===== src/rtl/irq_collector_pkg.sv =====
package irq_collector_pkg;

    // Byte offsets of the host-visible registers
    localparam logic [7:0] OFS_PEND  = 8'h16;
    localparam logic [7:0] OFS_RAW   = 8'h18;
    localparam logic [7:0] OFS_ENSET = 8'h1A;
    localparam logic [7:0] OFS_ENCLR = 8'h1C;

    typedef enum logic [2:0] {
        SEL_NONE,
        SEL_PEND,
        SEL_RAW,
        SEL_ENSET,
        SEL_ENCLR
    } reg_sel_e;

endpackage


===== src/rtl/irq_sync_edge.sv =====
module irq_sync_edge #(
    parameter int N_SRC = 16
) (
    input  logic             clk,
    input  logic             rst_n,
    input  logic [N_SRC-1:0] src_i,
    output logic [N_SRC-1:0] level_o,
    output logic [N_SRC-1:0] rise_o
);

    for (genvar i = 0; i < N_SRC; i++) begin : g_line
        logic meta_q, sync_q, last_q;

        always_ff @(posedge clk or negedge rst_n) begin
            if (!rst_n) begin
                meta_q <= 1'b0;
                sync_q <= 1'b0;
                last_q <= 1'b0;
            end else begin
                meta_q <= src_i[i];
                sync_q <= meta_q;
                last_q <= sync_q;
            end
        end

        assign level_o[i] = sync_q;
        assign rise_o[i]  = sync_q & ~last_q;
    end

endmodule


===== src/rtl/irq_pending_reg.sv =====
module irq_pending_reg #(
    parameter int N_SRC = 16
) (
    input  logic             clk,
    input  logic             rst_n,
    input  logic [N_SRC-1:0] rise_i,
    input  logic             ack_we_i,
    input  logic [N_SRC-1:0] ack_mask_i,
    output logic [N_SRC-1:0] pend_o
);

    logic [N_SRC-1:0] pend_q;
    logic [N_SRC-1:0] clr_bits;

    assign clr_bits = ack_we_i ? ack_mask_i : '0;

    // A new event takes priority over an acknowledge of the same bit
    always_ff @(posedge clk or negedge rst_n) begin
        if (!rst_n) begin
            pend_q <= '0;
        end else begin
            pend_q <= (pend_q & ~clr_bits) | rise_i;
        end
    end

    assign pend_o = pend_q;

endmodule


===== src/rtl/irq_enable_reg.sv =====
module irq_enable_reg #(
    parameter int N_SRC = 16
) (
    input  logic             clk,
    input  logic             rst_n,
    input  logic             set_we_i,
    input  logic             clr_we_i,
    input  logic [N_SRC-1:0] bits_i,
    output logic [N_SRC-1:0] en_o
);

    logic [N_SRC-1:0] en_q;

    always_ff @(posedge clk or negedge rst_n) begin
        if (!rst_n) begin
            en_q <= '0;
        end else if (set_we_i) begin
            en_q <= en_q | bits_i;
        end else if (clr_we_i) begin
            en_q <= en_q & ~bits_i;
        end
    end

    assign en_o = en_q;

endmodule


===== src/rtl/irq_collector.sv =====
module irq_collector
    import irq_collector_pkg::*;
#(
    parameter int N_SRC  = 16,
    parameter int ADDR_W = 8
) (
    input  logic              clk,
    input  logic              rst_n,
    input  logic [N_SRC-1:0]  src_i,
    input  logic [ADDR_W-1:0] addr_i,
    input  logic              wen_i,
    input  logic [N_SRC-1:0]  wdata_i,
    input  logic              ren_i,
    output logic [N_SRC-1:0]  rdata_o,
    output logic              irq_o
);

    localparam logic [ADDR_W-1:0] A_PEND  = ADDR_W'(OFS_PEND);
    localparam logic [ADDR_W-1:0] A_RAW   = ADDR_W'(OFS_RAW);
    localparam logic [ADDR_W-1:0] A_ENSET = ADDR_W'(OFS_ENSET);
    localparam logic [ADDR_W-1:0] A_ENCLR = ADDR_W'(OFS_ENCLR);

    logic [N_SRC-1:0] level, rise, pend_q, en_q, rd_mux, rdata_q;
    reg_sel_e         sel;

    always_comb begin
        if      (addr_i == A_PEND)  sel = SEL_PEND;
        else if (addr_i == A_RAW)   sel = SEL_RAW;
        else if (addr_i == A_ENSET) sel = SEL_ENSET;
        else if (addr_i == A_ENCLR) sel = SEL_ENCLR;
        else                        sel = SEL_NONE;
    end

    irq_sync_edge #(.N_SRC(N_SRC)) u_sync (
        .clk     (clk),
        .rst_n   (rst_n),
        .src_i   (src_i),
        .level_o (level),
        .rise_o  (rise)
    );

    irq_pending_reg #(.N_SRC(N_SRC)) u_pend (
        .clk        (clk),
        .rst_n      (rst_n),
        .rise_i     (rise),
        .ack_we_i   (wen_i && sel == SEL_PEND),
        .ack_mask_i (wdata_i),
        .pend_o     (pend_q)
    );

    irq_enable_reg #(.N_SRC(N_SRC)) u_en (
        .clk      (clk),
        .rst_n    (rst_n),
        .set_we_i (wen_i && sel == SEL_ENSET),
        .clr_we_i (wen_i && sel == SEL_ENCLR),
        .bits_i   (wdata_i),
        .en_o     (en_q)
    );

    always_comb begin
        unique case (sel)
            SEL_PEND:  rd_mux = pend_q;
            SEL_RAW:   rd_mux = level;
            SEL_ENSET: rd_mux = en_q;
            SEL_ENCLR: rd_mux = '0;
            default:   rd_mux = '0;
        endcase
    end

    always_ff @(posedge clk or negedge rst_n) begin
        if (!rst_n) begin
            rdata_q <= '0;
        end else begin
            rdata_q <= ren_i ? rd_mux : '0;
        end
    end

    assign rdata_o = rdata_q;
    assign irq_o   = |(pend_q & en_q);

endmodule


===== config.mk =====
export PLATFORM = sky130hd
export DESIGN_NAME = irq_collector
export DESIGN_NICKNAME = d
export VERILOG_FILES = /design/src/rtl/irq_collector_pkg.sv /design/src/rtl/irq_sync_edge.sv /design/src/rtl/irq_pending_reg.sv /design/src/rtl/irq_enable_reg.sv /design/src/rtl/irq_collector.sv
export SDC_FILE = /design/constraint.sdc
export NUM_CORES = 1
export LEC_CHECK = 0
export BUFFER_PORTS_ARGS = -buffer_cell sky130_fd_sc_hd__buf_2
export CAP_MARGIN = 20
export CORE_MARGIN = 2
export CORE_UTILIZATION = 55
export CTS_CLUSTER_SIZE = 12
export DETAILED_ROUTE_END_ITERATION = 6
export PLACE_DENSITY = 0.78
export SKIP_CTS_REPAIR_TIMING = 1
export SLEW_MARGIN = 10
export SYNTH_ARGS = -nofsm -noshare
export SYNTH_HDL_FRONTEND = slang
export SYNTH_HIERARCHICAL = 1
export SYNTH_SLANG_ARGS = --single-unit

===== constraint.sdc =====
create_clock -name clk -period 1.5 [get_ports clk]
set_clock_uncertainty 0.05 [all_clocks]
set_input_delay 0.225 -clock clk [delete_from_list [all_inputs] [get_ports clk]]
set_output_delay 0.225 -clock clk [all_outputs]
set_load 0.01 [all_outputs]

==> results.txt, run 1 <==
----------------------------------------------------
[Setup path]
  Kind of start point of the critical path ... register
  Data required time of the worst path ... 1.22 ns
  Critical path endpoint category ... output pin
  Kind of critical path ... register to output pin
  Maximum fanout along the worst path ... 2
  Cell with the largest stage delay on the worst path ... sky130_fd_sc_hd__dfrtp_1
  CP Data Arrival Time ... 1.65 ns
  Crit-path cells ... a22o_1 > a221oi_2 > buf_4 > nand4_1 > buf_2
  Delay contributed by the slowest stage of the critical path ... 0.38 ns

[Clocking]
  Number of CTS-inserted buffers ... 9
  Clock edge transition at the registers on the reported setup and hold paths ... 0.08 ns
  CTS tree ... yes
  Insertion delay of the later-clocked pin in the worst-skew pair ... 0.35 ns
  # H-tree levels ... 3
  Number of sinks handled by clock tree synthesis ... 96
  Buffer type at the clock tree root ... sky130_fd_sc_hd__clkbuf_8
  Max clock buf depth ... 2

[GRT]
  GRT Residual Overflow ... 0
  Vias in the first global route ... 2447
  Initial antenna violation count ... 0
  Pin count of the biggest net entering global routing ... 33
  Total routing resource utilization after global routing ... 20.8%
  Global-route wire length before repair ... 11.6 mm

[Floorplan]
  Placement row count ... 30
  Placeable Area ... 6720 sq um
  Boundary pin count ... 61
  Horizontal die dimension ... 86.7 um
  Initial core utilization ... 56.0%
  Floorplan die height ... 86.7 um
  Die footprint ... 7520 sq um

[Placed design]
  Post-DP HPWL ... 4.82 mm
  # placed instances ... 412
  Global placer's final weighted congestion ... 0.832
  Buffers added on ports ... 60

[Finish]
  Relative area change from synthesis to final layout ... 19.0%
  Number of diodes added for antenna fixing ... 0
  Share of cells above drive strength 1 ... 33.8%
  Number of nets in the layout ... 404
  Finished Layout Cells ... 444
  Number of fill cells in the layout ... 497
  Share of the core filled with cells in the final layout ... 66.6%

[Timing]
  Final number of setup-violating endpoints ... 1
  RSZ-0062 raised after global routing ... yes
  Worst hold margin ... 0.0789 ns
  Count of final max-slew check failures ... 0
  Final Hold Vio Count ... 0
  Total Neg Setup Slack ... -0.429 ns
  Least-Margin Pin Slew ... 0.425 ns
  Worst slew slack as a fraction of its limit ... 71.7%
  Worst-case setup margin in the final layout ... -0.429 ns
  Share of the cycle needed by the critical path after routing ... 129%
  Time the worst path needs with I/O delays and setup ... 1.93 ns
  Maximum achievable frequency ... 518 MHz

[Detailed routing]
  Final wirelength ... 7.19 mm
  Iteration-0 DRC Markers ... 112
  DRC errors left ... 0
  Number of nets with antenna violations after detailed routing ... 0
  Via density per instance ... 5.46
  WL/cell ... 16.2 um
  Total number of vias ... 2426
  Iteration count of the initial detailed-routing pass ... 4

[Power and ir drop]
  Total design power ... 4.57 mW
  Clock share of power ... 32.4%
  LEAKAGE ... 2.02 nW
  Internal power contribution ... 3.55 mW
  Switch Pwr ... 1.02 mW
  Share of power burned in registers ... 59.9%
  Share of power burned in combinational logic ... 7.8%
  Total power density per cell area ... 1020 nW/um^2
  Fraction of power spent switching nets ... 22.3%
  Peak ir drop on the vdd network ... 0.639 mV

[Synth]
  Synthesized Nets ... 320
  Synth warnings ... 6
  Yosys cell types ... 21
  Top cells by area in the synthesized netlist ... sky130_fd_sc_hd__dfrtp_1 64%, sky130_fd_sc_hd__nor2b_4 5.9%, sky130_fd_sc_hd__nand2_1 5.0%
  Synthesis-stage register bit count ... 96
  Cell type with the highest aggregate area in the netlist ... sky130_fd_sc_hd__dfrtp_1
  Cell area after technology mapping ... 3760 sq um
  Average size of a mapped cell ... 13.6 sq um
  Synth top area share ... 63.9%
  Mapped Cells ... 276
  Sequential area share after synthesis ... 63.9%

[Run]
  Number of max-cap violations ... 0

[Run status]
  Failing checks ... setup timing
  Status ... complete, but fails checks

[Min path]
  Path type of the worst min-delay path ... primary input to register

----------------------------------------------------
logic make-up (layout without fill, tap and decap cells):
logic type / count (synthesis) / in the layout / synth area share (%)
AOI/OAI and AO/OA: 73 / 73 / 15.0
buffers and inverters: 31 / 119 / 7.09
DFF: 96 / 96 / 63.9
and+or+nand+nor: 76 / 76 / 14.0
power groups by stage:
| stage | sequential [mW] | combinational (mW) | clock [mW] |
|---|---|---|---|
| after floorplan | 2.77 | 0.155 | 0 |
| after global placement | 2.78 | 0.314 | 0 |
| after detailed placement | 2.79 | 0.322 | 0 |
| after CTS | 2.73 | 0.323 | 1.53 |
| after global routing | 2.75 | 0.388 | 1.66 |
| final | 2.73 | 0.354 | 1.48 |
final timing paths:
kind / start / to / slack [ns] / cells after the start
setup / recovery: register / irq_o / -0.43 / 5
hold / removal: wdata_i[15] / register / 0.08 / 2
setup reg to reg: register / rdata_o[10] / 0.53 / 3
hold reg to reg: u_sync/g_line[9].meta_q / u_sync/g_line[9].sync_q / 0.30 / 0
max in group asynchronous: rst_n / u_pend/pend_o[14] / 0.57 / 3
min in group asynchronous: rst_n / u_sync/g_line[13].sync_q / 0.31 / 2
synth_stat cells, drive strengths merged:
cell and number:
a21o 16, a21oi 16, a221oi 4, a22o 20
a32oi 16, and3 2, and3b 1, and4bb 2
buf 30, dfrtp 96, inv 1, nand2 50
nand4 1, nor2b 17, nor4 1, nor4b 2
o2111ai 1
critical path, delay by kind of cell, from the launching register on:
kind	cells	cell delay (ns)
AO/OA/AOI/OAI	2	0.48
buffers and inverters	2	0.33
flip-flops	1	0.38
AND/OR/NAND/NOR	1	0.10
routing by layer:
metal / wire, um / part of all wire [%] / vias up / global-route usage [%]
li1: - / - / 1126 / -
met1: 3020 / 42 / 1216 / 25.4
met2: 3680 / 51 / 74 / 33.6
met3: 401 / 5.6 / 10 / 7.24
met4: 91 / 1.3 / 0 / 9.23
met5: 0 / 0 / - / 0
layout make-up:
class	count	area [sq um]	share of cell area, %
Clock buffer	13	159	3.55
Inverter	1	3.75	0.0839
Clock inverter	2	15.0	0.336
Sequential cell	96	2400	53.7
Tap cell	80	100	2.24
Timing Repair Buffer	103	693	15.5
Multi-Input combinational cell	149	1100	24.6
metrics by stage:
stage                     setup WS [ns]  cell area [sq um]
after CTS                        -0.536               4300
final                            -0.429               4470
after floorplan                  -0.263               3760
after global placement           -0.163               4120
after global routing             -0.509               4470
after detailed placement         -0.166               4120
cells in the final DEF (no fill, tap or decap), drive strengths merged:
cell / Yosys / layout
dlygate4sd3: 0 / 17
and3b: 1 / 1
nor4b: 2 / 2
a21oi: 16 / 16
a21o: 16 / 16
a32oi: 16 / 16
a221oi: 4 / 4
clkinvlp: 0 / 2
nor4: 1 / 1
nand4: 1 / 1
and4bb: 2 / 2
nor2b: 17 / 17
dfrtp: 96 / 96
nand2: 50 / 50
buf: 30 / 86
a22o: 20 / 20
and3: 2 / 2
clkbuf: 0 / 13
o2111ai: 1 / 1
inv: 1 / 1
(Power assumes the default switching activity.)
==> inputs of run 2 (changes only) <==
--- a/config.mk
+++ b/config.mk
@@ -7,11 +7,12 @@
 export LEC_CHECK = 0
 export BUFFER_PORTS_ARGS = -buffer_cell sky130_fd_sc_hd__buf_2
 export CAP_MARGIN = 20
+export CORE_ASPECT_RATIO = 1.25
 export CORE_MARGIN = 2
 export CORE_UTILIZATION = 55
 export CTS_CLUSTER_SIZE = 12
 export DETAILED_ROUTE_END_ITERATION = 6
-export PLACE_DENSITY = 0.78
+export PLACE_DENSITY = 0.85
 export SKIP_CTS_REPAIR_TIMING = 1
 export SLEW_MARGIN = 10
 export SYNTH_ARGS = -nofsm -noshare
==> results.txt, run 2 (synthesized netlist as in run 1, its figures left out) <==
----------------------------------------------------
[Placed design]
  Post-DP HPWL ... 4.90 mm (+1.5%)
  Global placer's final weighted congestion ... 0.791 (-5.0%)
  # placed instances ... 412 (unchanged)
  Buffers added on ports ... 60 (unchanged)
  Post-Place Cell Area ... 4120 sq um (-0.15%)

[GRT]
  Global-route wire length before repair ... 12.1 mm (+3.6%)
  GRT Residual Overflow ... 0 (unchanged)
  Initial antenna violation count ... 0 (unchanged)
  Total routing resource utilization after global routing ... 21.6% (+0.82 points)
  Pin count of the biggest net entering global routing ... 39 (+18%)
  Vias in the first global route ... 2505 (+2.4%)

[Min path]
  Startpoint of the most critical hold path ... wdata_i[2]
  Path type of the worst min-delay path ... primary input to register

[Timing]
  Count of final max-slew check failures ... 0 (unchanged)
  Share of the cycle needed by the critical path after routing ... 125% (-4.0 points)
  Final number of setup-violating endpoints ... 1 (unchanged)
  RSZ-0062 raised after global routing ... yes
  Worst slew slack as a fraction of its limit ... 75.2% (+3.5 points)
  Total Neg Setup Slack ... -0.369 ns (+0.0602 ns)
  Maximum achievable frequency ... 535 MHz (+3.2%)
  Least-Margin Pin Slew ... 0.372 ns (-0.0532 ns)
  Final Hold Vio Count ... 0 (unchanged)
  Time the worst path needs with I/O delays and setup ... 1.87 ns (-0.0602 ns)
  Worst-case setup margin in the final layout ... -0.369 ns (+0.0602 ns)

[Finish]
  Number of nets in the layout ... 397 (-1.7%)
  Share of cells above drive strength 1 ... 33.2% (-0.55 points)
  Most common cell after layout, fill and taps aside ... sky130_fd_sc_hd__dfrtp_1
  Number of fill cells in the layout ... 469 (-5.6%)
  Number of diodes added for antenna fixing ... 0 (unchanged)
  Footprint of the multi-input gates ... 1100 sq um (unchanged)
  Area taken by flip-flops and latches ... 2400 sq um (unchanged)
  Most frequent cells in the layout ... 96 x sky130_fd_sc_hd__dfrtp_1, 59 x sky130_fd_sc_hd__buf_2, 49 x sky130_fd_sc_hd__nand2_1, 20 x sky130_fd_sc_hd__a22o_1, 17 x sky130_fd_sc_hd__dlygate4sd3_1
  Finished Layout Cells ... 445 (+0.23%)
  Relative area change from synthesis to final layout ... 19.6%
  Final std cell area, no fill ... 4500 sq um (+0.53%)

[Clocking]
  # H-tree levels ... 3 (unchanged)
  Number of CTS-inserted buffers ... 9 (unchanged)
  Insertion delay of the later-clocked pin in the worst-skew pair ... 0.36 ns (about the same)
  Buffer type at the clock tree root ... sky130_fd_sc_hd__clkbuf_8
  Max clock buf depth ... 2 (unchanged)
  CTS tree ... yes
  Clock edge transition at the registers on the reported setup and hold paths ... 0.09 ns (about the same)
  Number of sinks handled by clock tree synthesis ... 96 (unchanged)

[Detailed routing]
  Total number of vias ... 2455 (+1.2%)
  DRC errors left ... 0 (unchanged)
  Via density per instance ... 5.52 (+0.97%)
  Iteration-0 DRC Markers ... 263 (+130%)
  Number of nets with antenna violations after detailed routing ... 0 (unchanged)
  Iteration count of the initial detailed-routing pass ... 4 (unchanged)
  Final wirelength ... 7.57 mm (+5.3%)
  WL/cell ... 17.0 um (+5.1%)

[Power and ir drop]
  Total power density per cell area ... 1070 nW/um^2 (+4.4%)
  Peak ir drop on the vdd network ... 0.858 mV (+34%)
  LEAKAGE ... 2.01 nW (-0.14%)

[Run status]
  Status ... complete, but fails checks
  Failing checks ... setup timing

[Floorplan]
  Placement row count ... 33 (+10%)
  Horizontal die dimension ... 78.0 um (-10%)
  Die footprint ... 7520 sq um (about the same)
  Initial core utilization ... 56.9% (+0.95 points)
  Floorplan die height ... 96.5 um (+11%)
  Boundary pin count ... 61 (unchanged)
  Placeable Area ... 6610 sq um (-1.7%)

[Setup path]
  Crit path launch ... u_pend/pend_o[15]
  Destination of the worst register-to-register timing path ... rdata_o[13]
  Reg2reg setup slack ... 0.56 ns (+0.03 ns)
  Kind of critical path ... register to output pin
  CP Data Arrival Time ... 1.59 ns (-0.06 ns)
  Kind of start point of the critical path ... register
  Data required time of the worst path ... 1.22 ns (about the same)
  Critical path endpoint category ... output pin
  Maximum fanout along the worst path ... 3 (+1)
  Capturing instance or port of the critical path ... irq_o
  Worst Reg-to-Reg Cells ... 3 (unchanged)

[Run]
  Number of max-cap violations ... 0 (unchanged)

----------------------------------------------------
run 2: where the power goes:
group	switching (mW)	leakage [nW]	internal, mW
registers	0.0636	1.14	2.67
clock network	0.922	0.102	0.790
logic	0.163	0.768	0.181
run 2: cell type report:
class / count / area share, %
repair buffers: 96 / 15.1
clock buffers: 9 / 2.75
clock inverters: 7 / 1.78
flip-flops and latches: 96 / 53.4
well taps: 87 / 2.42
multi-input cells: 149 / 24.5
inverters: 1 / 0.0834
run 2: worst min path at each step:
stage / to / slack (ns) / cells past startpoint
finish: register / 0.06 / 2
global route: register / 0.05 / 2
floorplan: rdata_o[0] / -0.12 / 0
detailed placement: u_sync/g_line[2].last_q / 0.12 / 1
CTS: u_sync/g_line[2].last_q / -0.28 / 1
global placement: u_sync/g_line[2].meta_q / 0.11 / 1
run 2: per-layer routing:
layer | wire length (um) | vias to the layer above | GRT usage (%)
met1 | 3020 | 1215 | 25.8
met4 | 146 | 0 | 11.4
met5 | 0 | - | 0
met3 | 574 | 16 | 6.23
met2 | 3830 | 111 | 36.0
li1 | - | 1113 | -
run 2: critical path, cell delays in order, from the launching register on:
cell and delay, ns:
sky130_fd_sc_hd__dfrtp_1 0.43, sky130_fd_sc_hd__a22o_1 0.22, sky130_fd_sc_hd__a221oi_1 0.25, sky130_fd_sc_hd__nand4_1 0.16, sky130_fd_sc_hd__buf_2 0.17
run 2: through the flow:
stage               hold slack (ns)  setup slack [ns]  total power, mW  utilization [%]
finish                       0.0649            -0.369             4.79             68.1
global route                 0.0498            -0.430             4.99             68.1
CTS                          -0.278            -0.504             4.80             65.4
detailed placement            0.123            -0.146             3.10             62.3
global placement              0.115            -0.105             3.08             62.3
floorplan                    -0.121            -0.263             2.93                -
==> inputs of run 3 (changes only) <==
--- a/config.mk
+++ b/config.mk
@@ -13,7 +13,6 @@
 export CTS_CLUSTER_SIZE = 12
 export DETAILED_ROUTE_END_ITERATION = 6
 export PLACE_DENSITY = 0.85
-export SKIP_CTS_REPAIR_TIMING = 1
 export SLEW_MARGIN = 10
 export SYNTH_ARGS = -nofsm -noshare
 export SYNTH_HDL_FRONTEND = slang
==> results.txt, run 3 (synthesized netlist as in run 1, its figures left out) <==
----------------------------------------------------
[Timing]
  Final number of setup-violating endpoints ... 1 (unchanged)
  Total Neg Setup Slack ... -0.374 ns (-0.00455 ns)
  Count of final max-slew check failures ... 0 (unchanged)
  Maximum achievable frequency ... 534 MHz (-0.24%)
  Final Hold Vio Count ... 0 (unchanged)
  Worst slew slack as a fraction of its limit ... 75.2% (about the same)
  RSZ-0062 raised after global routing ... yes
  Worst-case setup margin in the final layout ... -0.374 ns (-0.00455 ns)
  Least-Margin Pin Slew ... 0.371 ns (-0.000578 ns)
  Time the worst path needs with I/O delays and setup ... 1.87 ns (+0.00455 ns)
  Share of the cycle needed by the critical path after routing ... 125% (+0.30 points)

[Detailed routing]
  Total number of vias ... 2460 (+0.20%)
  WL/cell ... 16.9 um (-0.52%)
  Iteration count of the initial detailed-routing pass ... 4 (unchanged)
  Number of nets with antenna violations after detailed routing ... 0 (unchanged)
  Final wirelength ... 7.53 mm (-0.52%)
  Iteration-0 DRC Markers ... 298 (+13%)
  Via density per instance ... 5.53 (+0.20%)
  DRC errors left ... 0 (unchanged)

[Clocking]
  Max clock buf depth ... 2 (unchanged)
  CTS tree ... yes
  Buffer type at the clock tree root ... sky130_fd_sc_hd__clkbuf_8
  Clock edge transition at the registers on the reported setup and hold paths ... 0.09 ns (about the same)
  Insertion delay of the later-clocked pin in the worst-skew pair ... 0.36 ns (about the same)
  Number of sinks handled by clock tree synthesis ... 96 (unchanged)
  # H-tree levels ... 3 (unchanged)
  Number of CTS-inserted buffers ... 9 (unchanged)

[Power and ir drop]
  LEAKAGE ... 2.02 nW (+0.11%)
  Peak ir drop on the vdd network ... 0.858 mV (about the same)
  Total power density per cell area ... 1070 nW/um^2 (about the same)

[Finish]
  Number of diodes added for antenna fixing ... 0 (unchanged)
  Share of the core filled with cells in the final layout ... 68.2% (+0.095 points)
  Most frequent cells in the layout ... 96 x sky130_fd_sc_hd__dfrtp_1, 59 x sky130_fd_sc_hd__buf_2, 49 x sky130_fd_sc_hd__nand2_1, 20 x sky130_fd_sc_hd__a22o_1, 17 x sky130_fd_sc_hd__dlygate4sd3_1
  Number of fill cells in the layout ... 467 (-0.43%)
  Relative area change from synthesis to final layout ... 19.8%
  Area taken by flip-flops and latches ... 2400 sq um (unchanged)
  Most common cell after layout, fill and taps aside ... sky130_fd_sc_hd__dfrtp_1
  Share of cells above drive strength 1 ... 33.5% (+0.28 points)
  Finished Layout Cells ... 445 (unchanged)
  Number of nets in the layout ... 397 (unchanged)
  Footprint of the multi-input gates ... 1110 sq um (+0.57%)

[Floorplan]
  Boundary pin count ... 61 (unchanged)
  Floorplan die height ... 96.5 um (unchanged)
  Horizontal die dimension ... 78.0 um (unchanged)
  Initial core utilization ... 56.9% (unchanged)
  Die footprint ... 7520 sq um (unchanged)
  Placement row count ... 33 (unchanged)
  Placeable Area ... 6610 sq um (unchanged)

[Setup path]
  CP Data Arrival Time ... 1.60 ns (about the same)
  Kind of start point of the critical path ... register
  Maximum fanout along the worst path ... 2 (-1)
  Kind of critical path ... register to output pin
  Data required time of the worst path ... 1.22 ns (about the same)
  Critical path endpoint category ... output pin

[GRT]
  Initial antenna violation count ... 0 (unchanged)
  GRT Residual Overflow ... 0 (unchanged)
  Pin count of the biggest net entering global routing ... 39 (unchanged)
  Vias in the first global route ... 2538 (+1.3%)
  Total routing resource utilization after global routing ... 22.0% (+0.42 points)
  Global-route wire length before repair ... 12.3 mm (+2.2%)

[Placed design]
  Buffers added on ports ... 60 (unchanged)
  Post-DP HPWL ... 4.90 mm (unchanged)
  # placed instances ... 412 (unchanged)
  Global placer's final weighted congestion ... 0.791 (unchanged)

[Run status]
  Status ... complete, but fails checks
  Failing checks ... setup timing

[Min path]
  Path type of the worst min-delay path ... primary input to register

[Run]
  Number of max-cap violations ... 0 (unchanged)

----------------------------------------------------
## run 3: cell types whose count changed in the layout (fill, tap and decap cells not counted)
cell,previous run,this run
sky130_fd_sc_hd__a221oi_2,1,2
sky130_fd_sc_hd__a221oi_1,3,2
## run 3: layout make-up
| type | instances | area share (%) |
|---|---|---|
| clock buffers | 9 | 2.75 |
| clock inverters | 7 | 1.78 |
| inverters | 1 | 0.0833 |
| multi-input cells | 149 | 24.6 |
| flip-flops and latches | 96 | 53.3 |
| well taps | 87 | 2.42 |
| repair buffers | 96 | 15.1 |
## run 3: timing repair
item | 4_1_cts | 5_1_grt
pin swaps | 2 | 0
setup endpoints to repair | 1 | 1
gates resized for setup | 2 | 0
hold buffers | 17 | 0
endpoints found under the hold margin | 41 | 0
buffers inserted | 0 | 0
## run 3: metrics by stage
step	hold slack, ns	setup WS, ns	power, mW	cell area (sq um)
2_1_floorplan	-0.121	-0.263	2.93	3760
4_1_cts	0.0469	-0.381	4.84	4500
5_1_grt	0.0489	-0.431	4.99	4500
6_report	0.0632	-0.374	4.81	4500
3_5_place_dp	0.123	-0.146	3.10	4120
3_3_place_gp	0.115	-0.105	3.08	4120
## run 3: critical path, cell delays in order (launching register included)
cell	delay, ns
sky130_fd_sc_hd__dfrtp_1	0.40
sky130_fd_sc_hd__a22o_1	0.25
sky130_fd_sc_hd__a221oi_2	0.24
sky130_fd_sc_hd__nand4_1	0.17
sky130_fd_sc_hd__buf_2	0.18
## run 3: worst paths after layout
path                                    startpoint                 endpoint  slack, ns  depth (start not counted)
setup / recovery                          register                    irq_o      -0.37                          4
hold / removal                          wdata_i[2]                 register       0.06                          2
setup reg to reg                          register              rdata_o[13]       0.56                          3
hold reg to reg            u_sync/g_line[0].meta_q  u_sync/g_line[0].sync_q       0.30                          0
max in group asynchronous                    rst_n  u_sync/g_line[8].sync_q       0.62                          3
min in group asynchronous                    rst_n  u_sync/g_line[2].last_q       0.27                          2
## run 3: power by group
part	leakage (nW)	total [mW]	internal, mW	switching, mW
clock network	0.102	1.72	0.790	0.931
registers	1.14	2.74	2.67	0.0638
logic	0.770	0.347	0.183	0.164
total	2.02	4.81	3.65	1.16
## run 3: metal layers
layer / GRT usage [%] / share of wire, % / wire length (um)
met5: 0 / 0 / 0
met4: 11.3 / 2.0 / 151
met3: 6.41 / 7.6 / 575
met2: 36.4 / 50 / 3780
met1: 26.7 / 40 / 3030
